==> src/rtl/sio_irq_pkg.sv <==
package sio_irq_pkg;
    typedef enum logic [1:0] {
        TX_END        = 2'd0,
        TX_FULL       = 2'd1,
        TX_SHIFT      = 2'd2,
        TX_SHIFT_FULL = 2'd3
    } tx_state_e;
endpackage

==> src/rtl/sio_tx_track.sv <==
module sio_tx_track
    import sio_irq_pkg::*;
(
    input  logic clk,
    input  logic rst_n,
    input  logic tdb_wr,
    input  logic tdb_load,
    input  logic tx_last,
    output logic tend_flag
);
    tx_state_e state_q, state_d;

    always_ff @(posedge clk) begin
        if (!rst_n) state_q <= TX_END;
        else        state_q <= state_d;
    end

    always_comb begin
        state_d = state_q;
        unique case (state_q)
            TX_END: begin
                if (tdb_wr) state_d = TX_FULL;
            end
            TX_FULL: begin
                if (tdb_load) state_d = tdb_wr ? TX_SHIFT_FULL : TX_SHIFT;
            end
            TX_SHIFT: begin
                if (tdb_wr)       state_d = TX_SHIFT_FULL;
                else if (tx_last) state_d = TX_END;
            end
            TX_SHIFT_FULL: begin
                if (tx_last) state_d = TX_FULL;
            end
            default: state_d = TX_END;
        endcase
    end

    always_comb begin
        tend_flag = (state_q == TX_END);
    end

    // last bit with an empty buffer ends transmission
    p_tend_set_r6: assert property (@(posedge clk) disable iff (!rst_n)
        (state_q == TX_SHIFT && tx_last && !tdb_wr) |=> tend_flag);
    // last bit with a buffered byte keeps the flag low
    p_tend_hold_r6: assert property (@(posedge clk) disable iff (!rst_n)
        (state_q == TX_SHIFT_FULL) |=> !tend_flag);
    // a buffer write clears the flag
    p_wr_clear_r8: assert property (@(posedge clk) disable iff (!rst_n)
        tdb_wr |=> !tend_flag);
endmodule

==> src/rtl/sio_txe_req.sv <==
module sio_txe_req (
    input  logic clk,
    input  logic rst_n,
    input  logic tx_en,
    input  logic txe_ie,
    input  logic tdb_wr,
    input  logic tdb_load,
    output logic irq_txe,
    output logic dma_txe
);
    logic en_q;
    logic pend_q;
    logic fire;

    always_comb begin
        fire = txe_ie && (tdb_load || (tx_en && !en_q));
    end

    always_ff @(posedge clk) begin
        if (!rst_n) begin
            en_q    <= 1'b0;
            pend_q  <= 1'b0;
            dma_txe <= 1'b0;
        end else begin
            en_q    <= tx_en;
            dma_txe <= fire;
            if (fire)                     pend_q <= 1'b1;
            else if (tdb_wr || !txe_ie)   pend_q <= 1'b0;
        end
    end

    always_comb begin
        irq_txe = pend_q;
    end

    // load with enable raises request and DMA trigger
    p_load_req_r2: assert property (@(posedge clk) disable iff (!rst_n)
        (tdb_load && txe_ie) |=> (irq_txe && dma_txe));
    // no trigger without a load or an enable rise
    p_no_spurious_r4: assert property (@(posedge clk) disable iff (!rst_n)
        (!tdb_load && !(tx_en && !en_q)) |=> !dma_txe);
    // servicing withdraws the request
    p_service_r5: assert property (@(posedge clk) disable iff (!rst_n)
        (tdb_wr && !tdb_load && !(tx_en && !en_q)) |=> !irq_txe);
endmodule

==> src/rtl/sio_rx_req.sv <==
module sio_rx_req #(
    parameter int ERR_W = 3
) (
    input  logic             clk,
    input  logic             rst_n,
    input  logic             rx_ie,
    input  logic             rx_store,
    input  logic             rdb_rd,
    input  logic [ERR_W-1:0] rx_err,
    output logic             irq_rxf,
    output logic             irq_rxerr,
    output logic             dma_rxf
);
    logic err_any;
    logic fire;
    logic pend_q;

    always_comb begin
        err_any = |rx_err;
        fire    = rx_store && rx_ie && !err_any;
    end

    always_ff @(posedge clk) begin
        if (!rst_n) begin
            pend_q    <= 1'b0;
            dma_rxf   <= 1'b0;
            irq_rxerr <= 1'b0;
        end else begin
            dma_rxf   <= fire;
            irq_rxerr <= rx_ie && err_any;
            if (fire)                   pend_q <= 1'b1;
            else if (rdb_rd || !rx_ie)  pend_q <= 1'b0;
        end
    end

    always_comb begin
        irq_rxf = pend_q;
    end

    // clean store raises receive-full
    p_rxf_r9: assert property (@(posedge clk) disable iff (!rst_n)
        (rx_store && rx_ie && !err_any) |=> (irq_rxf && dma_rxf));
    // an error masks the receive-full trigger
    p_err_mask_r10: assert property (@(posedge clk) disable iff (!rst_n)
        (rx_store && err_any) |=> !dma_rxf);
    // error request follows the flags
    p_rxerr_hold_r11: assert property (@(posedge clk) disable iff (!rst_n)
        (rx_ie && err_any) |=> irq_rxerr);
endmodule

==> src/rtl/sio_irq_gen.sv <==
module sio_irq_gen #(
    parameter int ERR_W = 3
) (
    input  logic             clk,
    input  logic             rst_n,
    input  logic             tx_en,
    input  logic             txe_ie,
    input  logic             tend_ie,
    input  logic             rx_ie,
    input  logic             tdb_wr,
    input  logic             tdb_load,
    input  logic             tx_last,
    input  logic             rx_store,
    input  logic             rdb_rd,
    input  logic [ERR_W-1:0] rx_err,
    output logic             tx_end_flag,
    output logic             irq_txe,
    output logic             irq_tend,
    output logic             irq_rxf,
    output logic             irq_rxerr,
    output logic             dma_txe,
    output logic             dma_rxf
);
    sio_tx_track u_track (
        .clk       (clk),
        .rst_n     (rst_n),
        .tdb_wr    (tdb_wr),
        .tdb_load  (tdb_load),
        .tx_last   (tx_last),
        .tend_flag (tx_end_flag)
    );

    sio_txe_req u_txe (
        .clk      (clk),
        .rst_n    (rst_n),
        .tx_en    (tx_en),
        .txe_ie   (txe_ie),
        .tdb_wr   (tdb_wr),
        .tdb_load (tdb_load),
        .irq_txe  (irq_txe),
        .dma_txe  (dma_txe)
    );

    sio_rx_req #(.ERR_W(ERR_W)) u_rx (
        .clk       (clk),
        .rst_n     (rst_n),
        .rx_ie     (rx_ie),
        .rx_store  (rx_store),
        .rdb_rd    (rdb_rd),
        .rx_err    (rx_err),
        .irq_rxf   (irq_rxf),
        .irq_rxerr (irq_rxerr),
        .dma_rxf   (dma_rxf)
    );

    always_comb begin
        irq_tend = tx_end_flag && tend_ie && tx_en;
    end

    // setting the enable while the flag is set raises the request at once
    p_tend_level_r7: assert property (@(posedge clk) disable iff (!rst_n)
        (tx_end_flag && tx_en && !tdb_wr && !tdb_load && !tx_last && $rose(tend_ie)) |-> irq_tend);
endmodule

==> config.mk <==
export PLATFORM = sky130hd
export DESIGN_NAME = sio_irq_gen
export DESIGN_NICKNAME = d
export VERILOG_FILES = /design/src/rtl/sio_irq_pkg.sv /design/src/rtl/sio_tx_track.sv /design/src/rtl/sio_txe_req.sv /design/src/rtl/sio_rx_req.sv /design/src/rtl/sio_irq_gen.sv
export SDC_FILE = /design/constraint.sdc
export NUM_CORES = 1
export LEC_CHECK = 0
export ABC_AREA = 0
export BUFFER_PORTS_ARGS = -buffer_cell sky130_fd_sc_hd__buf_2
export CORE_AREA = 2 2 39 41
export CTS_CLUSTER_SIZE = 25
export DETAILED_ROUTE_END_ITERATION = 7
export DIE_AREA = 0 0 41 43
export SYNTH_ARGS = -nofsm -noshare
export SYNTH_HDL_FRONTEND = slang
export SYNTH_HIERARCHICAL = 1
export SYNTH_SLANG_ARGS = --single-unit
==> constraint.sdc <==
create_clock -name clk -period 1.5 [get_ports clk]
set_input_delay 0.15 -clock clk [delete_from_list [all_inputs] [get_ports clk]]
set_output_delay 0.15 -clock clk [all_outputs]
set_load 0.005 [all_outputs]
==> results.toml <==
[clock_tree]
post_cts_resize_count = 0
postCtsSetupBuffers = 0
cts_hold_buf = 0
clk_latency_ps = 240
ctsHtreeMaxLevel = 1
clk_path_buf_depth = 2
numCtsBuffers = 3
clk_transition_reported_paths_ps = 50
cts_root_buf = "clkbuf_4"
cts.sinks = 8
cts_tree = "done"

[synth]
syn_avg_cell_area_um2 = 8.70
synth-seq-cells = 8
synth_top_area_cell = "dfxtp_1"
seq_area_frac_synth_pct = 41.8
synth.area.top_cells = "dfxtp_1 42%, ha_1 13%, nand2_1 8.8%, mux2i_1 5.2%, inv_1 4.9%"
synth_warnings = 6
synthDistinctLibCells = 17
synth_top_area_share_pct = 41.8
synth_nets = 62
syn_inst = 44
syn-cell-area_um2 = 383

[pwr]
swShare_pct = 30.5
powerDensity_nw_per_um2 = 1180
p_leak_uw = 0.000274
p_seq_share_pct = 41.3
clock_power_share_pct = 25.4
p_int_uw = 430
switchingPower_uw = 189
peakVddDrop_uv = 323
combPwrFrac_pct = 33.3

[detailed_routing]
routedWlPerCell_um = 9.16
wl_um = 760
remaining_drc_errors = 0
dr.pass1.iters = 4
via_per_inst = 4.25
drtAntennaViolNets = 0
drt_iter0_drc = 7
vias = 353

[timing]
setup_viol = 0
period_needed_ps = 1350
maxSlewHeadroom_pct = 88.6
tightest_slew_ps = 168
hold_violations = 0
fin_crit_sh_pct = 90.3
rsz0062_at_grt = "false"
max_freq_mhz = 739
maxSlewViolCount = 0
setup_tns_ps = 0
fin_skew_ps = 3.66

[cells_and_area]
n_antenna_cell = 0
drive_gt1_share_pct = 37.3
fin_area_um2 = 526
area_growth_pct = 37.3
mostFrequentLayoutCells = "20 x buf_2, 9 x nand2_1, 8 x dfxtp_1"
final_util_pct = 38.0
final_common_cell = "buf_2"
finalNonFillerCells = 83
nNetsFinal = 87

[critical_path]
worstSetupPathType = "reg2out"
crit_arrival_ps = 1200
critPathMaxFanout = 4
cp-start-kind = "flip-flop"
endpoint_kind = "output pin"
worstPathRequired_ps = 1350

[floorplan]
core_um2 = 1380
io_pins = 21
num_rows = 14
initial_core_util_pct = 27.7
die_y_um = 43
dieArea_um2 = 1760
die_w_um = 41

[global_route]
grt_pass1_vias = 328
track_usage_pct = 10.6
grt_max_degree = 8
antenna_found_initial = 0
grt_pass1_wl_um = 1230
grt_overflow = 0
grtUsageMet1_pct = 11.7
grt_util_met2_pct = 15.9
use_met3_pct = 4.71
busiest_layer = "met2"

[placement]
gp_congestion = 0.621
place_area_um2 = 503
dp_cells = 80
io_buffer_count = 20
hpwl_um = 614

[min_path]
hp-class = "in2reg"

[run_status]
outcome = "finished, final reports clean"

[flow_run]
max_cap_violations = 0
## cell families (layout without fill, tap and decap cells)
| family | count (synthesis) | count (layout) | share of synthesized area, % |
|---|---|---|---|
| DFF | 8 | 8 | 41.8 |
| and+or+nand+nor | 19 | 19 | 24.2 |
| muxes | 2 | 2 | 5.23 |
| AOI/OAI and AO/OA | 6 | 6 | 10.8 |
| adders and majority gates | 4 | 4 | 13.1 |
| buffers and inverters | 5 | 28 | 4.90 |
## sequential cells by signal, indices dropped and copies added, names as in the netlist
| signal | flops |
|---|---|
| u_rx/irq_rxf | 1 |
| u_txe/dma_txe | 1 |
| u_rx/dma_rxf | 1 |
| u_rx/irq_rxerr | 1 |
| u_txe/en_q | 1 |
| u_track/state_q | 2 |
| u_txe/irq_txe | 1 |
## critical path: stages (launching register included)
cell	delay, ps
dfxtp_1	380
inv_1	80
ha_1	230
and3_1	160
buf_2	120
## layout make-up
cell class / instances / area [um2]
Clock buffer: 3 / 22.5
Fill cell: 147 / 858
Inverter: 5 / 18.8
Multi-Input combinational cell: 31 / 204
Sequential cell: 8 / 160
Tap cell: 16 / 20.0
Timing Repair Buffer: 20 / 100
## routing by layer
metal	vias to the layer above	part of all wire, %
li1	193	-
met1	146	45
met2	14	46
met3	0	8.8
met4	0	0
met5	-	0
## cells in the mapped netlist (all sizes together)
cell type / instances
a21oi: 3
nand2: 9
a31oi: 1
nor3: 1
o221a: 1
nand3: 1
mux2i: 2
nand2b: 3
o21ai: 1
nor2: 2
inv: 5
and2: 1
or4b: 1
dfxtp: 8
and3: 1
ha: 4
## final timing paths
kind / start / slack (ps) / endpoint / cells past startpoint
worst max-delay path: u_track/state_q[0] / 150 / irq_tend / 4
worst min-delay path: rx_err[0] / 130 / u_rx/irq_rxerr / 3
worst max register to register: u_track/state_q[0] / 200 / u_track/state_q[0] / 5
worst min register to register: u_rx/irq_rxf / 490 / u_rx/irq_rxf / 2
## power by group through the flow
stage          clock (uW)  combinational (uW)  sequential, uW
5_1_grt               181                 235             258
3_5_place_dp            0                 204             260
2_1_floorplan           0                 140             257
3_3_place_gp            0                 210             258
6_report              157                 206             255
4_1_cts               170                 206             255
## per-stage QoR
stage | setup WS, ps | power, uW | hold WS (ps)
after detailed placement | 214 | 464 | 385
after floorplan | 299 | 396 | 270
after global placement | 245 | 468 | 383
after global routing | 54.7 | 675 | 151
after CTS | 131 | 631 | 121
final | 146 | 619 | 132
Power figures use the tool's default switching activity.
